<file path="src/rtl/aud_clk_pkg.sv">
package aud_clk_pkg;

    typedef enum logic [2:0] {
        ST_OFF   = 3'd0,
        ST_MHOLD = 3'd1,
        ST_MRUN  = 3'd2,
        ST_SWAIT = 3'd3,
        ST_SRUN  = 3'd4
    } sclk_state_e;

    // Configuration fields whose change forces a restart.
    typedef struct packed {
        logic       master;
        logic       bdiv_sel;
        logic [1:0] fdiv_sel;
        logic       bpol;
        logic       fpol;
    } sclk_cfg_t;

endpackage

</file>
<file path="src/rtl/aud_clk_ratio.sv">
module aud_clk_ratio #(
    parameter int BDIV_A = 2,
    parameter int BDIV_B = 4,
    parameter int FRM_A  = 32,
    parameter int FRM_B  = 64,
    parameter int FRM_C  = 128,
    localparam int PC_W  = $clog2(BDIV_B),
    localparam int BC_W  = $clog2(FRM_C)
) (
    input  logic            bdiv_sel,
    input  logic [1:0]      fdiv_sel,
    output logic [PC_W-1:0] pc_last,
    output logic [PC_W-1:0] pc_half,
    output logic [BC_W-1:0] bc_last,
    output logic [BC_W-1:0] bc_half
);

    localparam logic [PC_W-1:0] PC_LAST_A = PC_W'(BDIV_A - 1);
    localparam logic [PC_W-1:0] PC_LAST_B = PC_W'(BDIV_B - 1);
    localparam logic [PC_W-1:0] PC_HALF_A = PC_W'(BDIV_A / 2);
    localparam logic [PC_W-1:0] PC_HALF_B = PC_W'(BDIV_B / 2);
    localparam logic [BC_W-1:0] BC_LAST_A = BC_W'(FRM_A - 1);
    localparam logic [BC_W-1:0] BC_LAST_B = BC_W'(FRM_B - 1);
    localparam logic [BC_W-1:0] BC_LAST_C = BC_W'(FRM_C - 1);
    localparam logic [BC_W-1:0] BC_HALF_A = BC_W'(FRM_A / 2);
    localparam logic [BC_W-1:0] BC_HALF_B = BC_W'(FRM_B / 2);
    localparam logic [BC_W-1:0] BC_HALF_C = BC_W'(FRM_C / 2);

    always_comb begin
        if (bdiv_sel) begin
            pc_last = PC_LAST_B;
            pc_half = PC_HALF_B;
        end else begin
            pc_last = PC_LAST_A;
            pc_half = PC_HALF_A;
        end
    end

    always_comb begin
        unique case (fdiv_sel)
            2'd0: begin
                bc_last = BC_LAST_A;
                bc_half = BC_HALF_A;
            end
            2'd1: begin
                bc_last = BC_LAST_B;
                bc_half = BC_HALF_B;
            end
            default: begin
                bc_last = BC_LAST_C;
                bc_half = BC_HALF_C;
            end
        endcase
    end

endmodule

</file>
<file path="src/rtl/aud_clk_divider.sv">
module aud_clk_divider #(
    parameter int PC_W = 2,
    parameter int BC_W = 7
) (
    input  logic            clk,
    input  logic            rst_n,
    input  logic            clr,
    input  logic            adv,
    input  logic [PC_W-1:0] pc_last,
    input  logic [BC_W-1:0] bc_last,
    output logic [PC_W-1:0] pc,
    output logic [BC_W-1:0] bc,
    output logic            bit_wrap,
    output logic            frame_end
);

    always_ff @(posedge clk or negedge rst_n) begin
        if (!rst_n) begin
            pc <= '0;
            bc <= '0;
        end else if (clr) begin
            pc <= '0;
            bc <= '0;
        end else if (adv) begin
            if (pc == pc_last) begin
                pc <= '0;
                bc <= (bc == bc_last) ? '0 : bc + 1'b1;
            end else begin
                pc <= pc + 1'b1;
            end
        end
    end

    assign bit_wrap  = (pc == pc_last);
    assign frame_end = bit_wrap && (bc == bc_last);

endmodule

</file>
<file path="src/rtl/aud_clk_edge_sync.sv">
module aud_clk_edge_sync #(
    parameter int SYNC_STAGES = 2
) (
    input  logic clk,
    input  logic rst_n,
    input  logic clr,
    input  logic bpol,
    input  logic fpol,
    input  logic ext_bclk,
    input  logic ext_fclk,
    output logic b_sync,
    output logic f_sync,
    output logic f_right,
    output logic launch,
    output logic fstart
);

    logic [SYNC_STAGES-1:0] b_chain;
    logic [SYNC_STAGES-1:0] f_chain;
    logic                   b_norm_d;
    logic                   seen_right;
    logic                   b_norm;

    genvar g;
    generate
        for (g = 0; g < SYNC_STAGES; g++) begin : g_sync
            if (g == 0) begin : g_first
                always_ff @(posedge clk or negedge rst_n) begin
                    if (!rst_n) begin
                        b_chain[g] <= 1'b0;
                        f_chain[g] <= 1'b0;
                    end else begin
                        b_chain[g] <= ext_bclk;
                        f_chain[g] <= ext_fclk;
                    end
                end
            end else begin : g_next
                always_ff @(posedge clk or negedge rst_n) begin
                    if (!rst_n) begin
                        b_chain[g] <= 1'b0;
                        f_chain[g] <= 1'b0;
                    end else begin
                        b_chain[g] <= b_chain[g-1];
                        f_chain[g] <= f_chain[g-1];
                    end
                end
            end
        end
    endgenerate

    assign b_sync  = b_chain[SYNC_STAGES-1];
    assign f_sync  = f_chain[SYNC_STAGES-1];
    assign b_norm  = b_sync ^ bpol;
    assign f_right = f_sync ^ fpol;
    assign launch  = b_norm_d && !b_norm;
    assign fstart  = launch && !f_right && seen_right;

    always_ff @(posedge clk or negedge rst_n) begin
        if (!rst_n) begin
            b_norm_d   <= 1'b0;
            seen_right <= 1'b0;
        end else begin
            b_norm_d <= b_norm;
            if (clr) begin
                seen_right <= 1'b0;
            end else if (launch) begin
                seen_right <= f_right;
            end else begin
                seen_right <= seen_right | f_right;
            end
        end
    end

endmodule

</file>
<file path="src/rtl/aud_sclk_gen.sv">
module aud_sclk_gen
    import aud_clk_pkg::*;
#(
    parameter int BDIV_A      = 2,
    parameter int BDIV_B      = 4,
    parameter int FRM_A       = 32,
    parameter int FRM_B       = 64,
    parameter int FRM_C       = 128,
    parameter int SYNC_STAGES = 2
) (
    input  logic       clk_m,
    input  logic       rst_n,
    input  logic       cfg_en,
    input  logic       cfg_master,
    input  logic       cfg_bdiv_sel,
    input  logic [1:0] cfg_fdiv_sel,
    input  logic       cfg_bpol,
    input  logic       cfg_fpol,
    input  logic       cfg_nogate,
    input  logic       xfer_active,
    input  logic       ext_bclk,
    input  logic       ext_fclk,
    output logic       bclk_out,
    output logic       fclk_out,
    output logic       clk_drive_en,
    output logic       bit_stb,
    output logic       frame_stb,
    output logic       right_slot
);

    localparam int PC_W = $clog2(BDIV_B);
    localparam int BC_W = $clog2(FRM_C);

    sclk_state_e     state;
    sclk_state_e     nxt;
    sclk_cfg_t       cfg_cur;
    sclk_cfg_t       cfg_q;
    logic            cfg_chg;
    logic            run_ok;

    logic [PC_W-1:0] pc_last;
    logic [PC_W-1:0] pc_half;
    logic [BC_W-1:0] bc_last;
    logic [BC_W-1:0] bc_half;
    logic [PC_W-1:0] pc;
    logic [BC_W-1:0] bc;
    logic            bit_wrap;
    logic            frame_end;

    logic            s_bclk;
    logic            s_fclk;
    logic            s_right;
    logic            s_launch;
    logic            s_fstart;

    assign cfg_cur = '{master:   cfg_master,
                       bdiv_sel: cfg_bdiv_sel,
                       fdiv_sel: cfg_fdiv_sel,
                       bpol:     cfg_bpol,
                       fpol:     cfg_fpol};
    assign cfg_chg = (cfg_cur != cfg_q);
    assign run_ok  = cfg_nogate || xfer_active;

    aud_clk_ratio #(
        .BDIV_A (BDIV_A),
        .BDIV_B (BDIV_B),
        .FRM_A  (FRM_A),
        .FRM_B  (FRM_B),
        .FRM_C  (FRM_C)
    ) u_ratio (
        .bdiv_sel (cfg_bdiv_sel),
        .fdiv_sel (cfg_fdiv_sel),
        .pc_last  (pc_last),
        .pc_half  (pc_half),
        .bc_last  (bc_last),
        .bc_half  (bc_half)
    );

    aud_clk_divider #(
        .PC_W (PC_W),
        .BC_W (BC_W)
    ) u_div (
        .clk       (clk_m),
        .rst_n     (rst_n),
        .clr       (state != ST_MRUN),
        .adv       (state == ST_MRUN),
        .pc_last   (pc_last),
        .bc_last   (bc_last),
        .pc        (pc),
        .bc        (bc),
        .bit_wrap  (bit_wrap),
        .frame_end (frame_end)
    );

    aud_clk_edge_sync #(
        .SYNC_STAGES (SYNC_STAGES)
    ) u_sync (
        .clk      (clk_m),
        .rst_n    (rst_n),
        .clr      (state == ST_OFF),
        .bpol     (cfg_bpol),
        .fpol     (cfg_fpol),
        .ext_bclk (ext_bclk),
        .ext_fclk (ext_fclk),
        .b_sync   (s_bclk),
        .f_sync   (s_fclk),
        .f_right  (s_right),
        .launch   (s_launch),
        .fstart   (s_fstart)
    );

    // State and configuration snapshot registers.
    always_ff @(posedge clk_m or negedge rst_n) begin
        if (!rst_n) begin
            state <= ST_OFF;
            cfg_q <= '0;
        end else begin
            state <= nxt;
            cfg_q <= cfg_cur;
        end
    end

    // Next-state logic.
    always_comb begin
        nxt = state;
        if (!cfg_en || cfg_chg) begin
            nxt = ST_OFF;
        end else begin
            unique case (state)
                ST_OFF: begin
                    if (cfg_master) begin
                        nxt = run_ok ? ST_MRUN : ST_MHOLD;
                    end else begin
                        nxt = ST_SWAIT;
                    end
                end
                ST_MHOLD: begin
                    if (run_ok) nxt = ST_MRUN;
                end
                ST_MRUN: begin
                    if (frame_end && !run_ok) nxt = ST_MHOLD;
                end
                ST_SWAIT: begin
                    if (s_launch && s_fstart) nxt = ST_SRUN;
                end
                ST_SRUN: begin
                    nxt = ST_SRUN;
                end
                default: nxt = ST_OFF;
            endcase
        end
    end

    // Output logic.
    always_comb begin
        bclk_out     = 1'b0;
        fclk_out     = 1'b0;
        clk_drive_en = 1'b0;
        bit_stb      = 1'b0;
        frame_stb    = 1'b0;
        right_slot   = 1'b0;
        unique case (state)
            ST_OFF: begin
                bclk_out = 1'b0;
            end
            ST_MHOLD: begin
                clk_drive_en = 1'b1;
                bclk_out     = cfg_bpol;
                fclk_out     = cfg_fpol;
            end
            ST_MRUN: begin
                clk_drive_en = 1'b1;
                bclk_out     = (pc >= pc_half) ^ cfg_bpol;
                right_slot   = (bc >= bc_half);
                fclk_out     = (bc >= bc_half) ^ cfg_fpol;
                bit_stb      = (pc == '0);
                frame_stb    = (pc == '0) && (bc == '0);
            end
            ST_SWAIT: begin
                bclk_out   = s_bclk;
                fclk_out   = s_fclk;
                right_slot = s_right;
                bit_stb    = s_launch && s_fstart;
                frame_stb  = s_launch && s_fstart;
            end
            ST_SRUN: begin
                bclk_out   = s_bclk;
                fclk_out   = s_fclk;
                right_slot = s_right;
                bit_stb    = s_launch;
                frame_stb  = s_fstart;
            end
            default: begin
                bclk_out = 1'b0;
            end
        endcase
    end

endmodule

</file>
<file path="config.mk">
export PLATFORM = sky130hd
export DESIGN_NAME = aud_sclk_gen
export DESIGN_NICKNAME = d
export VERILOG_FILES = /design/src/rtl/aud_clk_pkg.sv /design/src/rtl/aud_clk_ratio.sv /design/src/rtl/aud_clk_divider.sv /design/src/rtl/aud_clk_edge_sync.sv /design/src/rtl/aud_sclk_gen.sv
export SDC_FILE = /design/constraint.sdc
export NUM_CORES = 1
export LEC_CHECK = 0
export ABC_CLOCK_PERIOD_IN_PS = 4180
export BUFFER_PORTS_ARGS = -buffer_cell sky130_fd_sc_hd__buf_2
export CORE_ASPECT_RATIO = 2
export CORE_MARGIN = 3
export CORE_UTILIZATION = 50
export DETAILED_ROUTE_END_ITERATION = 10
export PLACE_DENSITY = 0.7
export SKIP_CTS_REPAIR_TIMING = 1
export SLEW_MARGIN = 20
export SYNTH_ARGS = -nofsm -noshare
export SYNTH_HDL_FRONTEND = slang
export SYNTH_SLANG_ARGS = --single-unit
export TNS_END_PERCENT = 5
</file>
<file path="constraint.sdc">
create_clock -name clk_m -period 4.18 [get_ports clk_m]
set_input_delay 0.418 -clock clk_m [delete_from_list [all_inputs] [get_ports clk_m]]
set_output_delay 0.418 -clock clk_m [all_outputs]
set_load 0.01 [all_outputs]
</file>
-- Word-level counts from Yosys, hierarchy flattened
Index checks and enable logic that the tools add are counted.
- $add $sub $neg: 2
- magnitude comparators: 2
- equality and inequality tests: 12
- multiplexer cells: 26
- bitwise operators: 5
- reductions and logical operators: 23
- operators with widths (cell ; number):
    $mux 7 ; 4
    $pmux 7 s2 ; 2
    $pmux 3 s5 ; 1
    $mux 2 ; 7
    $mux 3 ; 4
    $pmux 1 s3 ; 4
    $ne 3x3->1 const B ; 3
    $add 7x1->7 const B ; 1
    $eq 7x7->1 ; 1
    $ge 7x7->1 ; 1
    $logic_and 1x1->1 ; 7
    $logic_not 7->1 ; 1
    $eq 3x2->1 const B ; 2
    $ne 6x6->1 ; 1
    $logic_not 1->1 ; 4
    $logic_not 2->1 ; 2
    $reduce_bool 2->1 ; 2
    $reduce_or 2->1 ; 2
    $xor 1x1->1 ; 4
    $eq 3x1->1 const B ; 1
    $eq 3x3->1 const B ; 1
    $logic_not 3->1 ; 1
    $mux 1 ; 3
    $ne 3x2->1 const B ; 1
    9 further kinds ; 10
- flip-flop bits (word level): 24
- bits of input ports: 13
- logic and storage cells: 84

-- Logic depth before layout (Yosys ltp)
- word-level depth: 9
- gate-level depth with buffers: 7
- depth with buffers taken out: 7

-- Hierarchy
A second synthesis with hierarchy kept.
- cells, all modules: 198
- area total of the unflattened synthesis: 1769.2 um^2
- by module, submodules not included (module ; times used ; cells each ; area each (um^2)):
    aud_sclk_gen ; 1 ; 99 ; 843.3
    aud_clk_divider ; 1 ; 65 ; 601.8
    aud_clk_edge_sync ; 1 ; 14 ; 195.2
    aud_clk_ratio ; 1 ; 20 ; 128.9

-- Worst setup path after synthesis
Ideal clock, no wire load.
- path kind: input -> output
- start point: input port cfg_fdiv_sel[1]
- end point: output port fclk_out
- arrival: 1.672 ns
- slack: 2.090 ns
- stages on the path: 7
- buffers on the path: 0
- cell sequence: inv_1 nand2_1 ha_1 nor2b_1 a311o_1 o31ai_2 a311o_1
- word-level cells in the longest chain between the ends: 5
- elaborated cells on any way between the ends: 6
- ends and longest elaborated chain (what ; RTL line ; text):
    from (decl) ; aud_sclk_gen.sv:16 ; input logic [1:0] cfg_fdiv_sel,
    $eq 2x1->1 or $logic_not 2->1 (tied branches) ; aud_clk_ratio.sv:40 ; unique case (fdiv_sel)
    $pmux 7 s2 (*) ; aud_clk_ratio.sv:40 ;
    $ge 7x7->1 (*) ; aud_sclk_gen.sv:175 ; fclk_out = (bc >= bc_half) ^ cfg_fpol;
    $xor 1x1->1 (*) ; aud_sclk_gen.sv:175 ;
    $pmux 1 s3 (*) ; aud_sclk_gen.sv:162 ; unique case (state)
    to (decl) ; aud_sclk_gen.sv:24 ; output logic fclk_out,
Mark *: on every way between the ends. The rest lies on a longest branch, timed or not.

-- Final worst setup path
- start point: register u_div.bc[5]
- end point: output port fclk_out
- word-level cells in the longest chain between the ends: 3
- ends and longest elaborated chain (what ; RTL line ; text):
    from (decl) ; aud_clk_divider.sv:12 ; output logic [BC_W-1:0] bc,
    from (signal assigned) ; aud_clk_divider.sv:27 ; bc <= (bc == bc_last) ? '0 : bc + 1'b1;
    $ge 7x7->1 ; aud_sclk_gen.sv:175 ;
    $xor 1x1->1 ; aud_sclk_gen.sv:175 ;
    $pmux 1 s3 ; aud_sclk_gen.sv:162 ;
Every way passes these cells.

==> summary.md <==
| Metric | Value |
|---|---|
| Result of the run | `finished, final reports clean` |
| Hold Fails Final Rpt | `0` |
| Arr. time, crit path | `2.07 ns` |
| Clock edge transition at the registers on the reported setup and hold paths | `about 0.080 ns` |
| Crit Path Max Fanout | `7` |
| Number of distinct library cell variants in the gate-level netlist after synthesis | `48` |
| Register area | `601 µm²` |
| Cell area power density | `254 nW/µm²` |
| Syn avg cell area | `roughly 9.6 µm²` |
| Max rail drop VDD | `0.000213 V` |
| Wirelength, routed | `approximately 3.4 mm` |
| Syn Inst Count | `158` |
| Fraction of synthesized cell area taken by the top area cell type | `a little under 40%` |
| Kind of start point of the critical path | `flip-flop` |
| Post-DR wirelength/cell | `16.4 µm` |
| Worst min-delay path class | `input port to async pin` |
| Share of synthesized cell area in and, or, nand and nor gates | `between 20% and 30%` |
| Top-count cell post-synth | `dfrtp_1` |
| Clock root buffer master | `clkbuf_8` |
| Critical setup path kind | `flip-flop to output port` |
| Adder-cell area share of the yosys netlist | `6.62%` |
| Filler cell count | `271` |
| Number of H-tree levels | `1` |
| Initial drt markers | `39` |
| Via count of the first global-routing pass | `1356` |
| Multi-input gate area | `828 µm²` |
| X dimension of the die | `44.9 µm` |
| Critical Path Most Common Cell | `a311o_1` |
| Count of vias placed by the detailed router | `1250` |
| First-pass GRT wire length | `5.71 mm` |
| Count of input and output buffers | `18` |
| Most used standard cells in the synthesized netlist | `dfrtp_1 (24), inv_1 (14), nand2_1 (14)` |
| Critical path capture point type | `output port` |
| Worst slew margin relative to its limit | `64.1%` |
| Max capacitance violation total | `0` |
| Dpl cells | `201` |
| Max Clock Skew | `roughly 0.0052 ns` |
| Cell with the biggest individual delay on the critical path | `dfrtp_1` |
| Clk sinks | `24` |
| Congestion Overflow GR | `0` |
| Crit path required time | `3.76 ns` |
| Synthesis-to-finish area growth | `9.02%` |
| Total Die Area | `3760 µm²` |
| Clock insertion delay at the later pin of the skew report | `approximately 0.26 ns` |
| Number of routed nets with antenna violations | `0` |
| Dominant combinational cell family by area after synthesis | `simple AND/OR/NAND/NOR gates` |
| Number of nets produced by synthesis | `about 180` |
| Final core occ | `about 58%` |
| Sequential fraction of the synthesis area | `39.7%` |
| Max-slew violation total from the final report | `0` |
| # nets final | `198` |
| Count of non-filler cells in the finished layout | `204` |
| Final period utilization | `59.5%` |
| CTS tree | `yes` |
| Largest cells by area after synthesis | `dfrtp_1 (40%), ha_1 (6.6%), xnor2_1 (4.1%)` |
| Upper clock frequency limit | `about 400 MHz` |
| Vias/cell | `6.13` |
| Initial core utilization | `53.3%` |
| Share of the synthesized area in compound gates (AO/OA/AOI/OAI) | `between 10% and 20%` |
| First-pass DRT Iterations | `4` |
| Mux share of post-synthesis cell area | `1.32%` |
| Total routing usage reported by global routing | `19.8%` |
| Count of boundary I/O pins | `19` |
| Worst path max stage delay | `0.46 ns` |
| Maximum buffer depth of the clock tree | `2` |
| Dominant cell type by area after synthesis | `dfrtp_1` |
| EDFF count, synth | `0` |
| Setup TNS | `0 ns` |
| Antenna diodes | `0` |
| Post-route DRC | `0` |
| Vertical extent of the die | `83.8 µm` |
| Share of flip-flops with an asynchronous set or reset | `100%` |
| Placement-stage worst setup slack | `1.75 ns` |
| Fraction of layout cells with a size suffix above 1 | `17.7%` |
| HPWL Detailed | `2.63 mm` |
| Post-synthesis share of cell area spent on xor and xnor gates | `under 10%` |
| Routability-driven placement congestion ratio | `0.822` |
| Initial antenna violation count | `0` |
| Worst-path cell chain | `ha_1, nor2b_1, a311o_1, o31ai_2, a311o_1, buf_2` |
| Setup violations, final | `0` |
| Final WS setup | `1.69 ns` |
| Worst Tran Pin Value | `0.535 ns` |
| Synth Warn # | `0` |
| Total standard cell area after synthesis | `about 1500 µm²` |
| Cts bufs inserted | `3` |
| Synthesized flop and latch total | `24` |
| Leak Pwr | `0.707 nW` |
| RSZ-0062 raised after global routing | `false` |
| Site row count | `27` |
| Pin count of the biggest net entering global routing | `25` |
| Post-layout minimum cycle time | `roughly 2.5 ns` |
| Core Region | `2840 µm²` |
| Main synth FF type | `dfrtp_1` |
## flip-flops by register name, summed over array words and instances (netlist names)
signal and flops:
u_div.bc 7, u_div.pc 2, u_sync.seen_right 1, cfg_q 6
u_sync.f_sync 1, u_sync.b_sync 1, state 3, u_sync.f_chain 1
u_sync.b_norm_d 1, u_sync.b_chain 1
## metrics by stage
| step | area (µm²) | hold slack, ns | power (mW) |
|---|---|---|---|
| 2_1_floorplan | 1510 | 0.122 | 0.271 |
| 3_3_place_gp | 1610 | 0.333 | 0.290 |
| 3_5_place_dp | 1610 | 0.341 | 0.292 |
| 4_1_cts | 1650 | 0.145 | 0.422 |
| 5_1_grt | 1650 | 0.155 | 0.437 |
| 6_report | 1650 | 0.121 | 0.419 |
## worst max-delay path, delay by kind of cell, from the launching register on
family                   cells  cell delay (ns)
AND/OR/NAND/NOR              1             0.15
buffers and inverters        1             0.13
flip-flops                   1             0.46
adder cells (fa/ha/maj)      1             0.36
AO/OA/AOI/OAI                3             0.72
## final timing paths
path | cells after the start | end | startpoint | slack [ns]
max | 6 | fclk_out | u_div.bc[5]$_DFFE_PN0P_ | 1.69
min | 1 | state[2]$_DFFE_PN0P_ | rst_n | 0.12
max reg2reg | 5 | state[0]$_DFFE_PN0P_ | u_div.bc[0]$_DFFE_PN0P_ | 2.42
min reg2reg | 0 | u_sync.f_sync$_DFF_PN0_ | u_sync.f_chain[0]$_DFF_PN0_ | 0.36
max in group asynchronous | 1 | cfg_q[2]$_DFF_PN0_ | rst_n | 3.70
min in group clk_m | 1 | u_sync.f_chain[0]$_DFF_PN0_ | ext_fclk | 0.26
## report_power, final
group	total [mW]	leakage, nW	internal [mW]	switching (mW)
Combinational	0.0443	0.375	0.0181	0.0262
Clock	0.133	0.0216	0.0642	0.0684
Sequential	0.242	0.310	0.238	0.00400
## kinds of logic after synthesis
| kind of cell | count (synthesis) |
|---|---|
| flip-flops | 24 |
| AO/OA/AOI/OAI | 36 |
| buffers and inverters | 18 |
| XOR/XNOR | 10 |
| adder cells (fa/ha/maj) | 8 |
| AND/OR/NAND/NOR | 60 |
| multiplexers | 2 |
## area by class of cell
type | instances | share of cell area, %
Multi-Input combinational cell | 116 | 50.2
Sequential cell | 24 | 36.4
Timing Repair Buffer | 18 | 5.46
Inverter | 14 | 3.19
Clock buffer | 3 | 2.50
Tap cell | 29 | 2.20
## layout by cell type (no fill, tap or decap), types with 2 or more instances in the layout
master / netlist / layout
clkbuf_8: 0 / 3
a21oi_1: 4 / 4
buf_2: 1 / 18
o21ai_0: 7 / 7
xor2_1: 3 / 3
inv_1: 14 / 14
and2_1: 3 / 3
xnor2_1: 7 / 7
nor3_1: 2 / 2
and3_1: 3 / 3
o21a_1: 2 / 2
a32oi_1: 2 / 2
nand3_1: 7 / 7
nand2b_1: 2 / 2
a311o_1: 3 / 3
ha_1: 8 / 8
o22ai_1: 3 / 3
dfrtp_1: 24 / 24
a311oi_1: 2 / 2
nand2_1: 14 / 14
o2bb2ai_1: 2 / 2
mux2i_1: 2 / 2
nand4_1: 7 / 7
nor2_1: 10 / 10
## metal layers
metal | vias up | part of all wire, % | GRT usage (%)
li1 | 620 | - | -
met1 | 608 | 39 | 20.8
met2 | 16 | 56 | 35.9
met3 | 6 | 1.7 | 2.59
met4 | 0 | 2.6 | 9.60
met5 | - | 0 | 0
(Power assumes the default switching activity.)
